===== src/rtl/phy_tst_pkg.sv =====
package phy_tst_pkg;
  localparam int REG_W         = 8;
  localparam int ADDR_W        = 8;
  localparam int CTRL_W        = 32;
  localparam int CLR_BIT       = 0;
  localparam int STB_BIT       = 1;
  localparam int ADDR_FLAG_BIT = 16;
  localparam int CLK_REGS      = 5;
  localparam int LANE_REGS     = 7;
  localparam int CFG_REGS      = 6;
  localparam int CLK_BASE      = 'h00;
  localparam int LANE_BASE     = 'h10;
  localparam int LANE_STRIDE   = 'h10;
  localparam int CFG_BASE      = 'h60;
  localparam int CFG_TAG_IDX   = 5;
  localparam logic [2:0] CFG_TAG = 3'b101;

  typedef struct packed {
    logic              we;
    logic [ADDR_W-1:0] addr;
    logic [REG_W-1:0]  data;
  } bank_wr_t;
endpackage


===== src/rtl/phy_tst_ctrl.sv =====
module phy_tst_ctrl
  import phy_tst_pkg::*;
(
  input  logic              clk_i,
  input  logic              rst_ni,
  input  logic              wr_en_i,
  input  logic              wr_sel_i,
  input  logic [CTRL_W-1:0] wr_data_i,
  output bank_wr_t          wr_o,
  output logic              clr_o
);
  logic [1:0]        ctl_q;
  logic              flag_q;
  logic [REG_W-1:0]  word_q;
  logic [ADDR_W-1:0] addr_q;
  logic              addr_vld_q;
  logic              ctl_wr, word_wr, clr_rise, stb_rise;
  logic              unused_hi;

  assign unused_hi = ^{wr_data_i[CTRL_W-1:ADDR_FLAG_BIT+1], wr_data_i[ADDR_FLAG_BIT-1:REG_W]};

  assign ctl_wr   = wr_en_i & ~wr_sel_i;
  assign word_wr  = wr_en_i & wr_sel_i;
  assign clr_rise = ctl_wr & wr_data_i[CLR_BIT] & ~ctl_q[CLR_BIT];
  // clear has priority over a coincident strobe edge
  assign stb_rise = ctl_wr & wr_data_i[STB_BIT] & ~ctl_q[STB_BIT] & ~clr_rise;

  always_ff @(posedge clk_i or negedge rst_ni) begin
    if (!rst_ni) begin
      ctl_q      <= '0;
      flag_q     <= 1'b0;
      word_q     <= '0;
      addr_q     <= '0;
      addr_vld_q <= 1'b0;
    end else begin
      if (ctl_wr) ctl_q <= wr_data_i[STB_BIT:CLR_BIT];
      if (word_wr) begin
        flag_q <= wr_data_i[ADDR_FLAG_BIT];
        word_q <= wr_data_i[REG_W-1:0];
      end
      if (clr_rise) begin
        addr_vld_q <= 1'b0;
      end else if (stb_rise && flag_q) begin
        addr_q     <= word_q[ADDR_W-1:0];
        addr_vld_q <= 1'b1;
      end
    end
  end

  assign wr_o.we   = stb_rise & ~flag_q & addr_vld_q;
  assign wr_o.addr = addr_q;
  assign wr_o.data = word_q;
  assign clr_o     = clr_rise;


  stb_one_shot_chk: assert property (@(posedge clk_i) disable iff (!rst_ni)
    stb_rise |=> !stb_rise);

  addr_latch_chk: assert property (@(posedge clk_i) disable iff (!rst_ni)
    (stb_rise && flag_q) |=> (addr_vld_q && addr_q == $past(word_q)));

  addr_hold_chk: assert property (@(posedge clk_i) disable iff (!rst_ni)
    wr_o.we |=> (addr_vld_q && $stable(addr_q)));

  clear_forget_chk: assert property (@(posedge clk_i) disable iff (!rst_ni)
    clr_rise |=> !addr_vld_q);
endmodule


===== src/rtl/phy_tst_bank.sv =====
module phy_tst_bank
  import phy_tst_pkg::*;
#(
  parameter int BASE  = 0,
  parameter int NREGS = 1
) (
  input  logic                   clk_i,
  input  logic                   rst_ni,
  input  logic                   clr_i,
  input  bank_wr_t               wr_i,
  input  logic [ADDR_W-1:0]      rd_addr_i,
  output logic [NREGS*REG_W-1:0] regs_o,
  output logic [REG_W-1:0]       rd_data_o
);
  localparam logic [ADDR_W-1:0] LO  = ADDR_W'(BASE);
  localparam logic [ADDR_W-1:0] CNT = ADDR_W'(NREGS);

  logic [NREGS-1:0][REG_W-1:0] regs_q;
  logic [ADDR_W-1:0]           wr_off, rd_off;
  logic                        wr_hit, rd_hit;

  // wrap-around subtraction turns addresses below the base into large offsets
  assign wr_off = wr_i.addr - LO;
  assign rd_off = rd_addr_i - LO;
  assign wr_hit = wr_i.we && (wr_off < CNT);
  assign rd_hit = rd_off < CNT;

  always_ff @(posedge clk_i or negedge rst_ni) begin
    if (!rst_ni) begin
      regs_q <= '0;
    end else if (clr_i) begin
      regs_q <= '0;
    end else if (wr_hit) begin
      for (int i = 0; i < NREGS; i++)
        if (wr_off == ADDR_W'(i)) regs_q[i] <= wr_i.data;
    end
  end

  always_comb begin
    rd_data_o = '0;
    for (int i = 0; i < NREGS; i++)
      if (rd_hit && rd_off == ADDR_W'(i)) rd_data_o = regs_q[i];
  end

  assign regs_o = regs_q;


  bank_clear_chk: assert property (@(posedge clk_i) disable iff (!rst_ni)
    clr_i |=> (regs_q == '0));

  bank_hold_chk: assert property (@(posedge clk_i) disable iff (!rst_ni)
    (!wr_hit && !clr_i) |=> $stable(regs_q));
endmodule


===== src/rtl/phy_tst_cfg.sv =====
module phy_tst_cfg
  import phy_tst_pkg::*;
(
  input  logic              clk_i,
  input  logic              rst_ni,
  input  logic              clr_i,
  input  bank_wr_t          wr_i,
  input  logic [ADDR_W-1:0] rd_addr_i,
  output logic [REG_W-1:0]  rd_data_o,
  output logic [7:0]        tx_clk_sel_o,
  output logic              pll_div5f_o,
  output logic              pll_div1f_o,
  output logic [2:0]        pll_fbd_2p_o,
  output logic              pll_enbwt_o,
  output logic [7:0]        pll_fbd_p_o,
  output logic [7:0]        pll_fbd_s_o,
  output logic              pll_pre_div1p_o,
  output logic [6:0]        pll_pre_p_o,
  output logic              pll_vco_sel_o,
  output logic [1:0]        pll_lpf_rs_o,
  output logic [1:0]        pll_lpf_cs_o
);
  localparam logic [ADDR_W-1:0] TAG_ADDR = ADDR_W'(CFG_BASE + CFG_TAG_IDX);

  logic [CFG_REGS*REG_W-1:0]   flat;
  logic [CFG_REGS-1:0][REG_W-1:0] cfg;
  logic [REG_W-1:0]            raw_rd;
  logic                        unused_cfg;

  phy_tst_bank #(.BASE(CFG_BASE), .NREGS(CFG_REGS)) u_bank (
    .clk_i     (clk_i),
    .rst_ni    (rst_ni),
    .clr_i     (clr_i),
    .wr_i      (wr_i),
    .rd_addr_i (rd_addr_i),
    .regs_o    (flat),
    .rd_data_o (raw_rd)
  );

  assign cfg = flat;

  assign tx_clk_sel_o    = cfg[0];
  assign pll_div5f_o     = cfg[1][5];
  assign pll_div1f_o     = cfg[1][4];
  assign pll_fbd_2p_o    = cfg[1][3:1];
  assign pll_enbwt_o     = cfg[1][0];
  assign pll_fbd_p_o     = cfg[2];
  assign pll_fbd_s_o     = cfg[3];
  assign pll_pre_div1p_o = cfg[4][7];
  assign pll_pre_p_o     = cfg[4][6:0];
  assign pll_vco_sel_o   = cfg[5][4];
  assign pll_lpf_rs_o    = cfg[5][3:2];
  assign pll_lpf_cs_o    = cfg[5][1:0];
  assign unused_cfg      = ^{cfg[1][7:6], cfg[5][7:5]};

  assign rd_data_o = (rd_addr_i == TAG_ADDR) ? {CFG_TAG, raw_rd[4:0]} : raw_rd;


  cfg_tag_chk: assert property (@(posedge clk_i) disable iff (!rst_ni)
    (rd_addr_i == TAG_ADDR) |-> (rd_data_o[7:5] == CFG_TAG));
endmodule


===== src/rtl/phy_tst_regbank.sv =====
module phy_tst_regbank
  import phy_tst_pkg::*;
#(
  parameter int NUM_LANES = 4
) (
  input  logic                               clk_i,
  input  logic                               rst_ni,
  input  logic                               wr_en_i,
  input  logic                               wr_sel_i,
  input  logic [31:0]                        wr_data_i,
  input  logic [7:0]                         rd_addr_i,
  output logic [7:0]                         rd_data_o,
  output logic [39:0]                        clk_lane_tmg_o,
  output logic [NUM_LANES*LANE_REGS*8-1:0]   data_lane_tmg_o,
  output logic [7:0]                         tx_clk_sel_o,
  output logic                               pll_div5f_o,
  output logic                               pll_div1f_o,
  output logic [2:0]                         pll_fbd_2p_o,
  output logic                               pll_enbwt_o,
  output logic [7:0]                         pll_fbd_p_o,
  output logic [7:0]                         pll_fbd_s_o,
  output logic                               pll_pre_div1p_o,
  output logic [6:0]                         pll_pre_p_o,
  output logic                               pll_vco_sel_o,
  output logic [1:0]                         pll_lpf_rs_o,
  output logic [1:0]                         pll_lpf_cs_o
);
  localparam int LANE_BITS = LANE_REGS * REG_W;
  localparam logic [ADDR_W-1:0] MAP_END = ADDR_W'(CFG_BASE + CFG_REGS);

  bank_wr_t         wr;
  logic             clr;
  logic [REG_W-1:0] clk_rd, cfg_rd;
  logic [REG_W-1:0] lane_rd [NUM_LANES];

  phy_tst_ctrl u_ctrl (
    .clk_i     (clk_i),
    .rst_ni    (rst_ni),
    .wr_en_i   (wr_en_i),
    .wr_sel_i  (wr_sel_i),
    .wr_data_i (wr_data_i),
    .wr_o      (wr),
    .clr_o     (clr)
  );

  phy_tst_bank #(.BASE(CLK_BASE), .NREGS(CLK_REGS)) u_clk_lane (
    .clk_i     (clk_i),
    .rst_ni    (rst_ni),
    .clr_i     (clr),
    .wr_i      (wr),
    .rd_addr_i (rd_addr_i),
    .regs_o    (clk_lane_tmg_o),
    .rd_data_o (clk_rd)
  );

  for (genvar n = 0; n < NUM_LANES; n++) begin : g_lane
    phy_tst_bank #(.BASE(LANE_BASE + n*LANE_STRIDE), .NREGS(LANE_REGS)) u_data_lane (
      .clk_i     (clk_i),
      .rst_ni    (rst_ni),
      .clr_i     (clr),
      .wr_i      (wr),
      .rd_addr_i (rd_addr_i),
      .regs_o    (data_lane_tmg_o[n*LANE_BITS +: LANE_BITS]),
      .rd_data_o (lane_rd[n])
    );
  end

  phy_tst_cfg u_cfg (
    .clk_i           (clk_i),
    .rst_ni          (rst_ni),
    .clr_i           (clr),
    .wr_i            (wr),
    .rd_addr_i       (rd_addr_i),
    .rd_data_o       (cfg_rd),
    .tx_clk_sel_o    (tx_clk_sel_o),
    .pll_div5f_o     (pll_div5f_o),
    .pll_div1f_o     (pll_div1f_o),
    .pll_fbd_2p_o    (pll_fbd_2p_o),
    .pll_enbwt_o     (pll_enbwt_o),
    .pll_fbd_p_o     (pll_fbd_p_o),
    .pll_fbd_s_o     (pll_fbd_s_o),
    .pll_pre_div1p_o (pll_pre_div1p_o),
    .pll_pre_p_o     (pll_pre_p_o),
    .pll_vco_sel_o   (pll_vco_sel_o),
    .pll_lpf_rs_o    (pll_lpf_rs_o),
    .pll_lpf_cs_o    (pll_lpf_cs_o)
  );

  // banks return zero when not addressed, so an OR merges them
  always_comb begin
    rd_data_o = clk_rd | cfg_rd;
    for (int n = 0; n < NUM_LANES; n++) rd_data_o = rd_data_o | lane_rd[n];
  end


  unmapped_rd_chk: assert property (@(posedge clk_i) disable iff (!rst_ni)
    (rd_addr_i >= MAP_END) |-> (rd_data_o == '0));
endmodule


===== config.mk =====
export PLATFORM = sky130hd
export DESIGN_NAME = phy_tst_regbank
export DESIGN_NICKNAME = d
export VERILOG_FILES = /design/src/rtl/phy_tst_pkg.sv /design/src/rtl/phy_tst_ctrl.sv /design/src/rtl/phy_tst_bank.sv /design/src/rtl/phy_tst_cfg.sv /design/src/rtl/phy_tst_regbank.sv
export SDC_FILE = /design/constraint.sdc
export NUM_CORES = 1
export LEC_CHECK = 0
export BUFFER_PORTS_ARGS = -buffer_cell sky130_fd_sc_hd__buf_2
export CORE_MARGIN = 1.5
export CORE_UTILIZATION = 40
export CTS_BUF_LIST = sky130_fd_sc_hd__clkbuf_4 sky130_fd_sc_hd__clkbuf_8
export CTS_CLUSTER_DIAMETER = 30
export DETAILED_ROUTE_END_ITERATION = 7
export PLACE_DENSITY = 0.71
export SLEW_MARGIN = 10
export SYNTH_ARGS = -nofsm -noshare
export SYNTH_HDL_FRONTEND = slang
export SYNTH_HIERARCHICAL = 1
export SYNTH_SLANG_ARGS = --single-unit

===== constraint.sdc =====
create_clock -name clk_i -period 3.7 [get_ports clk_i]
set_input_delay 0.74 -clock clk_i [delete_from_list [all_inputs] [get_ports clk_i]]
set_output_delay 0.74 -clock clk_i [all_outputs]
set_load 0.05 [all_outputs]

After elaboration in Yosys (flattened, before gate mapping)
Index checks and enable logic that the tools add are counted.
{ "word_totals": {"register_bits": 332, "in_bits": 44, "out_inout_bits": 315, "wordCells": 389} }
{ "op_classes": {"add_sub_neg": 10, "order_cmp": 12, "eq_ne": 67, "muxes": 93, "bitwise": 19, "reduce_logical": 144} }
{ "ops": {"columns": ["cell", "count"], "rows": [
  ["$mux W8", 79],
  ["$mux W56", 8],
  ["$eq A8 B3 Y1 const B", 30],
  ["$eq A8 B2 Y1 const B", 24],
  ["$eq A8 B1 Y1 const B", 12],
  ["$logic_not A8 Y1", 12],
  ["$lt A8 B3 Y1 const B", 12],
  ["$mux W48", 2],
  ["$reduce_bool A2 Y1", 46],
  ["$mux W40", 2],
  ["$reduce_and A2 Y1", 40],
  ["$logic_and A1 B1 Y1", 46],
  ["$or A8 B8 Y8", 5],
  ["$sub A8 B6 Y8 const B", 4],
  ["$sub A8 B7 Y8 const B", 4],
  ["$sub A8 B5 Y8 const B", 2],
  ["$and A1 B1 Y1", 9],
  ["$eq A8 B7 Y1 const B", 1],
  ["$not A1 Y1", 5],
  ["$mux W1", 2]
]} }

Longest topological paths before layout
{ "depth": {"ltp_word": 15, "mapped_depth": 8, "ltp_nobuf": 8} }

Modules after synthesis
The synthesis kept the hierarchy.
{ "modules_own_cells": {"columns": ["mod", "instances", "cells_per_inst", "area_per_inst_um2", "seq_area_each_um2"], "rows": [
  ["phy_tst_bank (g_lane[1].u_data_lane)", 1, 265, 2969.1, 1401.3],
  ["phy_tst_bank (g_lane[3].u_data_lane)", 1, 273, 2896.5, 1401.3],
  ["phy_tst_bank (g_lane[2].u_data_lane)", 1, 264, 2881.5, 1401.3],
  ["phy_tst_bank (g_lane[0].u_data_lane)", 1, 257, 2840.2, 1401.3],
  ["phy_tst_bank (u_cfg.u_bank)", 1, 226, 2670.1, 1201.2],
  ["phy_tst_bank (u_clk_lane)", 1, 193, 2016.9, 1001.0],
  ["phy_tst_ctrl", 1, 48, 783.3, 500.5],
  ["phy_tst_regbank", 1, 24, 110.1, 0.0],
  ["phy_tst_cfg", 1, 5, 45.0, 0.0]
]} }

Worst setup path before layout
OpenSTA, ideal clock, no wires.
{ "synth_path": {"kind": "input-to-output", "start": "input rd_addr_i[5]", "end": "output rd_data_o[6]", "arrival_time_ns": 2.571, "t_required_ns": 2.960, "path_slack_ns": 0.389, "path_stages": 8, "path_cell_list": "nor3_1 -> clkbuf_1 -> clkbuf_1 -> nand4b_1 -> o22ai_1 -> nor2_1 -> nor4_1 -> nand2_1"} }
{ "synth_rtl": {"columns": ["element", "line", "source"], "rows": [
  ["start: declaration", "phy_tst_regbank.sv:11", "input logic [7:0] rd_addr_i,"],
  ["end: declaration", "phy_tst_regbank.sv:12", "output logic [7:0] rd_data_o,"]
]} }

Worst setup path after layout
{ "layout_path": {"start": "input rd_addr_i[5]", "end": "output rd_data_o[4]"} }
{ "layout_between": {"word_cells_on_any_way": 134, "classes_between": "add/sub (5); order compare (6); eq/ne (33); mux (40); bitwise (5); reduce/logical (45)"} }
{ "layout_rtl": {"columns": ["element", "line", "source"], "rows": [
  ["$lt A8 B3 Y1 / $logic_not A8 Y1 (equally long branches)", "phy_tst_bank.sv:26, phy_tst_bank.sv:42", null],
  ["$logic_and A1 B1 Y1", "phy_tst_bank.sv:42", "if (rd_hit && rd_off == ADDR_W'(i)) rd_data_o = regs_q[i];"],
  ["$mux W8 (4 in series)", "phy_tst_bank.sv:42", null],
  ["$mux W8 (*)", "phy_tst_bank.sv:42", null],
  ["named net clk_rd[4]", "phy_tst_regbank.sv:33", "logic [REG_W-1:0] clk_rd, cfg_rd;"],
  ["$or A8 B8 Y8 (*)", "phy_tst_regbank.sv:91", "rd_data_o = clk_rd | cfg_rd;"],
  ["$or A8 B8 Y8 (*) (4 in series)", "phy_tst_regbank.sv:92", "for (int n = 0; n < NUM_LANES; n++) rd_data_o = rd_data_o | lane_rd[n];"]
]} }
Mark *: on every way through the listed nets, which the timed path passes. The rest lies on a longest branch.

==> reports/summary.txt <==
#FFs+latches synth = 332
CP startpoint kind = input port
Area grow syn2layout = 29.3%
Initial antenna violation count = 0
Max Slew Vio Count = 0
Core area = 42200 um2
Clock-pin slew of the registers on the worst-case setup and hold paths = 0.05 ns
Min Hold Slack = 0.135 ns
Final period util = 0.997
Final min period = 3.69 ns
Ys Warns = 6
CP required = 2.96 ns
NetSw = 2950 uW
Final hold vios = 0
Skew final = 0.0520 ns
DRT Pass-1 Iters = 5
Syn nets = 1603
Synth unique cells = 75
ANT cells = 0
CP Max Fanout = 7
Bufs and invs on worst path = 4
ANT nets after route = 0
Area of placed instances = 20200 um2
Fin util = 0.527
I/O pin cnt = 359
Sequential power share = 0.379
Syn Area/Cell = 11.1 um2
Critical path's slowest cell = or4_4
Floorplan row count = 75
PwrDens = 471 nW/um2
Hold buffer count at CTS = 0
Crit path kind = in2out
DRC violations left = 0
Fraction of layout cells with a size suffix above 1 = 0.347
Synthesized area = 17200 um2
MaxCap Viol Count = 0
Clock sink count = 332
Ys async rst share = 1.00
Max IR drop VDD = 0.000395 V
CP max stage delay = 0.55 ns
CTS tree = done
Area of the die = 44300 um2
GRT Util Overall = 0.267
Setup TNS = 0 ns
CTS Buf Count = 81
Fin nets = 2036
Leakage = 0.0125 uW
Worst slew pin tran = 1.07 ns
Cells after Synth = 1555
Int Power = 7530 uW
Combinational share of power = 0.123
Cell family with most CP delay = simple AND/OR/NAND/NOR gates
FMAX = 271 MHz
Die width = 210 um
Finish-stage setup viols = 0
Max Buffers Root-to-Sink = 3
Crit path capture type = output port
EDFF count, synth = 0
Die height = 210 um
Relative slew slack = 0.289
Clk network pwr share = 0.498
DP Worst Slack = -0.0286 ns
Vias per cell = 5.61
Vias = 14500
Grt ovf = 0
RSZ-0062 raised after global routing = true
Final WS setup = 0.0110 ns
Starting Density = 0.408
Dominant synthesized flop cell = dfrtp_1
Drt total wl = 60000 um
Sw Share = 0.282
Status = complete, no violations
Vias in the first global route = 14500
IO Port Bufs = 335
H-tree levels = 3
DRT iter0 DRCs = 1179
Drt wl/cell = 23.2 um
HP Class = in2async
HPWL after DPL = 42400 um
Sequential fraction of the synthesis area = 0.483
Post-route cell area = 22300 um2
First-pass GRT wire length = 89100 um
Clock Root Buffer = clkbuf_8
Arr. time, crit path = 2.95 ns
Clk Latency, worst-skew pair = 0.66 ns
CP Cell Sequence = buf_4, buf_6, or4_4, or4_4, nor2_1, a21oi_1, nor2_2, buf_4, nand2_1, buf_12
RePlAce Congestion = 0.900
Largest net degree at the start of global routing = 93
[final cells by class]
cell class              count  area (um2)
fillers                  3649       20000
well taps                 539         674
repair buffers            439        2720
flip-flops and latches    332        8310
multi-input cells        1115        8530
clock inverters            32         460
inverters                  19        71.3
clock buffers             112        1500
[path summary, 6_finish.rpt]
| check | start | end | slack [ns] | cells past startpoint |
|---|---|---|---|---|
| min in group clk_i | wr_data_i[7] | u_ctrl/word_q[7] | 0.36 | 2 |
| hold / removal | rst_ni | u_cfg/u_bank/regs_o[10] | 0.14 | 1 |
| setup / recovery | rd_addr_i[5] | rd_data_o[4] | 0.01 | 10 |
| hold reg to reg | u_ctrl/addr_vld_q | u_ctrl/addr_vld_q | 0.49 | 2 |
| setup reg to reg | u_ctrl/ctl_q[1] | u_clk_lane/regs_o[18] | 0.76 | 7 |
| max in group asynchronous | rst_ni | g_lane[0].u_data_lane/regs_o[47] | 2.68 | 2 |
[power groups by stage]
| stage | clock network (uW) | registers [uW] | logic (uW) |
|---|---|---|---|
| after floorplan | 0 | 4020 | 660 |
| after global placement | 0 | 4020 | 1250 |
| after detailed placement | 0 | 4020 | 1290 |
| after CTS | 5300 | 3960 | 1290 |
| after global routing | 5490 | 3980 | 1380 |
| final | 5220 | 3970 | 1290 |
[routing by layer]
metal / wire (um) / up-vias / GRT usage
met3: 4810 / 131 / 0.0700
met1: 24800 / 7295 / 0.338
met4: 2040 / 0 / 0.112
li1: - / 6436 / -
met2: 28400 / 663 / 0.434
met5: 0 / - / 0
[repair_timing]
action,CTS,global route
pin swaps,2,5
endpoints found under the setup margin,5,7
buffers inserted,0,4
resized for setup,4,11
[cells in the mapped netlist, types with 11 or more instances]
cell	count	area share
mux2i_1	336	0.20
dfrtp_1	332	0.48
nor2_1	325	0.071
nand2b_1	67	0.024
clkbuf_1	50	0.011
nand2_1	50	0.011
mux2_2	32	0.021
a21oi_1	31	0.0090
mux4_2	26	0.034
buf_2	22	0.0064
inv_1	19	0.0041
o22ai_1	16	0.0058
a211oi_1	14	0.0061
a31oi_1	14	0.0051
nand4_2	14	0.010
nor2b_1	14	0.0051
nor4b_1	13	0.0066
a2bb2oi_1	11	0.0056
[worst register-to-register path, delay by kind of cell, from the launching register on]
kind | cells | cell delay, ns
buffers and inverters | 1 | 0.24
DFF | 1 | 0.37
muxes | 1 | 0.34
and+or+nand+nor | 5 | 1.91
[registers in the layout, indices dropped and copies added, names as in the netlist]
name                       flops
g_lane.u_data_lane/regs_o    224
u_cfg/u_bank/regs_o           48
u_ctrl/addr_q                  8
u_clk_lane/regs_o             40
u_ctrl/addr_vld_q              1
u_ctrl/ctl_q                   2
u_ctrl/flag_q                  1
u_ctrl/word_q                  8
[cell usage in the layout, fill, tap and decap left out, types with 5 or more instances in the layout]
cell type / instances
clkinv_2: 12
nor4b_1: 5
nor4_2: 6
nor4_1: 5
and3b_1: 5
nand3b_1: 8
a31oi_1: 14
a211oi_1: 13
clkbuf_4: 7
o32a_1: 7
dfrtp_1: 331
nand4_2: 14
o22ai_1: 16
inv_1: 19
or2_2: 7
bufinv_16: 11
nand2_1: 49
nor2_1: 321
buf_4: 93
o21ai_2: 6
clkbuf_8: 105
buf_2: 325
a21oi_1: 31
clkinvlp_4: 7
mux4_2: 26
nor3b_1: 5
o221ai_1: 9
nor2b_1: 14
a2bb2oi_1: 11
o21ai_0: 8
nor4b_2: 8
nand2b_1: 67
mux2_2: 32
mux2i_1: 336
buf_12: 18
nand4b_1: 7
[stage by stage]
stage / power [uW] / cells
2_1_floorplan: 4680 / 1555
3_3_place_gp: 5260 / 2440
3_5_place_dp: 5310 / 2440
4_1_cts: 10600 / 2584
5_1_grt: 10800 / 2588
6_report: 10500 / 2588
[logic make-up after synthesis]
logic type                 synth area share
xor gates and xnor gates            0.00313
DFF                                   0.483
and+or+nand+nor                       0.174
adders and majority gates           0.00291
muxes                                 0.252
AOI/OAI and AO/OA                    0.0571
buffers and inverters                0.0289
Note: power is estimated with default switching activity, not from simulation.
